[src/rtl/adc_scan_ctrl.sv]
module adc_scan_ctrl #(
  parameter int CH_W  = 3,
  parameter int DIV_W = 3
) (
  input  logic            clk,
  input  logic            rst_n,
  input  logic            wr_en,
  input  logic [7:0]      wr_data,
  output logic [7:0]      rd_data,
  input  logic            sw_start_set,
  input  logic            sw_start_clr,
  input  logic            trig_a,
  input  logic            trig_b,
  input  logic [CH_W-1:0] chan_sel,
  output logic            busy,
  output logic            conv_clk_en,
  output logic            conv_req,
  output logic [CH_W-1:0] conv_ch,
  input  logic            conv_done,
  output logic            pass_end
);

  logic [7:1]       ctrl;
  logic             start, req, pass_q;
  logic [CH_W-1:0]  ch;
  logic [DIV_W-1:0] cnt, mask;

  wire [1:0] trg   = ctrl[7:6];
  wire       scan  = ctrl[5];
  wire       grp8  = ctrl[4];
  wire [1:0] cks   = ctrl[3:2];
  wire       aclr  = ctrl[1];

  assign mask = DIV_W'({cks == 2'd3, cks[1], cks != 2'd0});
  assign conv_clk_en = start && ((cnt & mask) == mask);

  wire [CH_W-1:0] hi = grp8 ? chan_sel : {1'b0, chan_sel[1:0]};
  wire last     = !scan || (ch == hi);
  wire trig_hit = (trg == 2'b01 && trig_a) || (trg == 2'b10 && trig_b);
  wire fin      = req && conv_done;
  wire end_clr  = fin && last && (!scan || aclr);

  assign rd_data  = {ctrl, 1'b0};
  assign busy     = start;
  assign conv_req = req;
  assign conv_ch  = ch;
  assign pass_end = pass_q;

  always_ff @(posedge clk or negedge rst_n)
    if (!rst_n) ctrl <= '0;
    else if (wr_en) begin
      ctrl[7:6] <= wr_data[7:6];
      ctrl[1]   <= wr_data[1];
      if (!start) ctrl[5:2] <= wr_data[5:2];
    end

  always_ff @(posedge clk or negedge rst_n)
    if (!rst_n) start <= 1'b0;
    else if (sw_start_clr || end_clr) start <= 1'b0;
    else if (sw_start_set || (!start && trig_hit)) start <= 1'b1;

  always_ff @(posedge clk or negedge rst_n)
    if (!rst_n) cnt <= '0;
    else if (!start) cnt <= '0;
    else cnt <= cnt + 1'b1;

  always_ff @(posedge clk or negedge rst_n)
    if (!rst_n) ch <= '0;
    else if (!start) ch <= scan ? '0 : chan_sel;
    else if (fin) ch <= last ? '0 : ch + 1'b1;

  always_ff @(posedge clk or negedge rst_n)
    if (!rst_n) req <= 1'b0;
    else if (!start || sw_start_clr || fin) req <= 1'b0;
    else if (conv_clk_en) req <= 1'b1;

  always_ff @(posedge clk or negedge rst_n)
    if (!rst_n) pass_q <= 1'b0;
    else pass_q <= fin && last && scan;

  assert_cfg_frozen_R3: assert property (@(posedge clk) disable iff (!rst_n)
    (start && $past(start)) |-> $stable(ctrl[5:2]));

  assert_req_on_enable_R6: assert property (@(posedge clk) disable iff (!rst_n)
    $rose(conv_req) |-> $past(conv_clk_en));

  assert_pass_one_cycle_R9: assert property (@(posedge clk) disable iff (!rst_n)
    pass_end |=> !pass_end);

  assert_req_needs_busy_R11: assert property (@(posedge clk) disable iff (!rst_n)
    conv_req |-> busy);

  assert_ch_hold_R12: assert property (@(posedge clk) disable iff (!rst_n)
    (conv_req && !conv_done) |=> (!conv_req || $stable(conv_ch)));

endmodule

[config.mk]
export PLATFORM = sky130hd
export DESIGN_NAME = adc_scan_ctrl
export DESIGN_NICKNAME = d
export VERILOG_FILES = /design/src/rtl/adc_scan_ctrl.sv
export SDC_FILE = /design/constraint.sdc
export NUM_CORES = 1
export LEC_CHECK = 0
export BUFFER_PORTS_ARGS = -buffer_cell sky130_fd_sc_hd__buf_4
export CELL_PAD_IN_SITES_DETAIL_PLACEMENT = 1
export CELL_PAD_IN_SITES_GLOBAL_PLACEMENT = 2
export CORE_ASPECT_RATIO = 0.7
export CORE_UTILIZATION = 28
export DETAILED_ROUTE_END_ITERATION = 10
export PLACE_DENSITY_LB_ADDON = 0.12
export REMOVE_ABC_BUFFERS = 1
export SLEW_MARGIN = 20
export SYNTH_ARGS = -nofsm -noshare
export SYNTH_HDL_FRONTEND = slang
export SYNTH_SLANG_ARGS = --single-unit
[constraint.sdc]
create_clock -name clk -period 3.51 [get_ports clk]
set_input_delay 0.702 -clock clk [delete_from_list [all_inputs] [get_ports clk]]
set_output_delay 0.702 -clock clk [all_outputs]
set_load 0.02 [all_outputs]
==> run_results.csv <==
group,metric,value,unit
logic_synthesis,netlist_instances,70,
critical_path,worst_setup_path_start_kind,"register",
routing,drt_iter0_markers,11,
critical_path,critPathTopFamily,"flip-flops",
logic_synthesis,synth_top_family_by_area,"simple AND/OR/NAND/NOR gates",
logic_synthesis,synth_area_leaders,"dfrtp_1 52%, mux2_2 8.8%, nand2_1 3.4%",
finish,diodes,0,
floorplanning,num_rows,15,
timing,min_period,2.19,ns
routing,drt-vias-per-instance,4.61,
critical_path,reg2reg_from,"busy",
critical_path,required,2.81,ns
global_routing,grt_pass1_wl,3.11,mm
logic_synthesis,yosysUniqueCellTypes,29,
placed_design,dp_hpwl,1.41,mm
logic_synthesis,yosys.area.top_type,"dfrtp_1",
cts,cts_tree,"done",
global_routing,grt_overflow,0,
routing,route.vias.total,631,
routing,wl_per_cell,13.2,µm
critical_path,worstPathCellList,"inv_1, a221oi_1, buf_4",
critical_path,timing.critical_path.slowest_cell_delay,0.57,ns
logic_synthesis,async_flop_share,1.00,
logic_synthesis,synth_ff_type,"dfrtp_1",
power_and_ir_drop,leakagePower,0.510,nW
global_routing,grt_usage,0.153,
power_and_ir_drop,power_switching,0.168,mW
floorplanning,io_pins,34,
power_and_ir_drop,p_seq_frac,0.435,
logic_synthesis,synth-xor-area-share,0.0343,
finish,area_growth,41.4,%
status,status,"finished clean",
routing,antenna_left,0,
logic_synthesis,synth_fa_ha_area_frac,0.0326,
timing,rsz0062_at_grt,"false",
power_and_ir_drop,power_frac_clock,0.305,
timing,finClkSkew,0.000670,ns
logic_synthesis,ys_seq_area_frac,0.522,
routing,wirelength,1.81,mm
cts,post_cts_buffers,0,
flow_run,max_cap_violations,0,
critical_path,cp.arrival,1.49,ns
cts,cts_max_level,1,
critical_path,path_buf_inv,2,
cts,cts.sink_count,16,
critical_path,crit_fanout,12,
global_routing,antenna_found_initial,0,
routing,first_pass_iters,4,
min_path,hp-class,"in2async",
logic_synthesis,synth_top_area_share,0.522,
cts,clk_pin_slew,0.06,ns
cts,cts_hold_buf,0,
critical_path,critPathKind,"reg2out",
power_and_ir_drop,combinationalPowerShare,0.261,
power_and_ir_drop,powerDensity,504,nW/µm²
cts,cts_buffer_depth,2,
cts,postCtsResizedCells,0,
floorplanning,die-area,2960,µm²
timing,finalSetupViolations,0,
timing,holdWs,0.295,ns
routing,drc_errors,0,
cts,root_buffer,"clkbuf_8",
floorplanning,die_h,45.8,µm
logic_synthesis,synth_area,767,µm²
cts,clk_latency,0.25,ns
floorplanning,core,2530,µm²
timing,slew_violations,0,
timing,tns,0,ns
finish,nets,125,
floorplanning,start_util,0.303,
floorplanning,die_x,64.6,µm
critical_path,cp_slowest_cell,"dfrtp_1",
finish,nFillCells,298,
placed_design,io_buffer_count,31,
critical_path,rr_worst_depth,2,
logic_synthesis,synthMuxAreaShare,0.101,
power_and_ir_drop,switching_share,0.308,
finish,layout-drive-gt1-share,0.437,
critical_path,endpoint_kind,"output pin",
critical_path,worstSetupStartpoint,"busy",
logic_synthesis,synth_edf_count,0,
timing,finalHoldViolations,0,
critical_path,worst-path-stages,3,
placed_design,place_congestion,0.701,
timing,period_share,0.623,
timing,fmax,457,MHz
power_and_ir_drop,vdd.ir_drop.worst,0.191,mV
global_routing,first_global_vias,639,
power_and_ir_drop,p_int,0.379,mW
logic_synthesis,synth-compound-area-share,0.124,
logic_synthesis,synth-simple-area-share,0.155,
cts,numCtsBuffers,3,
logic_synthesis,synth_commonest_cells,"16 x dfrtp_1, 7 x nand2_1, 7 x nor2_1",
critical_path,ff2ff_setup_slack,2.08,ns
logic_synthesis,syn_area_per_cell,11.0,µm²
logic_synthesis,synth.most_common_cell,"dfrtp_1",
logic_synthesis,ys_ff_latch,16,
logic_synthesis,yosysWarnings,0,
global_routing,grt_max_degree,17,
[per-stage QoR]
step / instances / util / power [mW] / cell area (µm²) / worst slack, ns
finish: 137 / 0.428 / 0.547 / 1080 / 1.32
global placement: 133 / 0.406 / 0.385 / 1030 / 1.56
detailed placement: 133 / 0.406 / 0.386 / 1030 / 1.55
global route: 137 / 0.428 / 0.580 / 1080 / 1.16
CTS: 137 / 0.428 / 0.555 / 1080 / 1.26
floorplan: 68 / - / 0.315 / 754 / 1.49
[area by class of cell]
class | instances | area [µm²] | share of cell area
Clock buffer | 4 | 55.1 | 0.0507
Inverter | 2 | 7.51 | 0.00692
Tap cell | 34 | 42.5 | 0.0392
Sequential cell | 16 | 400 | 0.369
Timing Repair Buffer | 31 | 233 | 0.215
Multi-Input combinational cell | 50 | 347 | 0.319
[path summary, 6_finish.rpt]
path	end
max	conv_clk_en
min	ctrl[3]
max reg2reg	ctrl[5]
min reg2reg	cnt[0]
max in group asynchronous	ctrl[4]
min in group clk	cnt[0]
[sequential cells by signal, indices dropped and copies added (netlist names)]
signal    cells
busy          1
ctrl          7
cnt           3
conv_ch       3
pass_end      1
conv_req      1
[logic make-up (layout without fill, tap and decap cells)]
| family | count (synthesis) | after routing |
|---|---|---|
| adders and majority gates | 2 | 2 |
| buffers and inverters | 4 | 37 |
| other | 1 | 1 |
| muxes | 7 | 7 |
| xor gates and xnor gates | 3 | 3 |
| and+or+nand+nor | 24 | 24 |
| DFF | 16 | 16 |
| AOI/OAI and AO/OA | 13 | 13 |
[per-layer routing]
| layer | GRT usage | wire length (µm) |
|---|---|---|
| met4 | 0.0933 | 42 |
| met5 | 0 | 0 |
| met3 | 0.0525 | 138 |
| met2 | 0.198 | 662 |
| met1 | 0.215 | 969 |
[cell usage in the layout, fill, tap and decap left out, drive strengths merged, types with 2 or more instances in the layout]
cell type,count
nor2,8
buf,31
a31oi,2
and2,2
xnor2,3
dfrtp,16
nand2,7
o21ai,5
ha,2
clkbuf,4
inv,2
mux2,6
[power groups by stage]
stage | Combinational (mW) | Clock (mW) | Sequential, mW
6_report | 0.143 | 0.167 | 0.238
5_1_grt | 0.157 | 0.179 | 0.244
4_1_cts | 0.145 | 0.172 | 0.238
3_5_place_dp | 0.145 | 0 | 0.242
3_3_place_gp | 0.144 | 0 | 0.241
2_1_floorplan | 0.0560 | 0 | 0.259
Power figures use the tool's default switching activity.
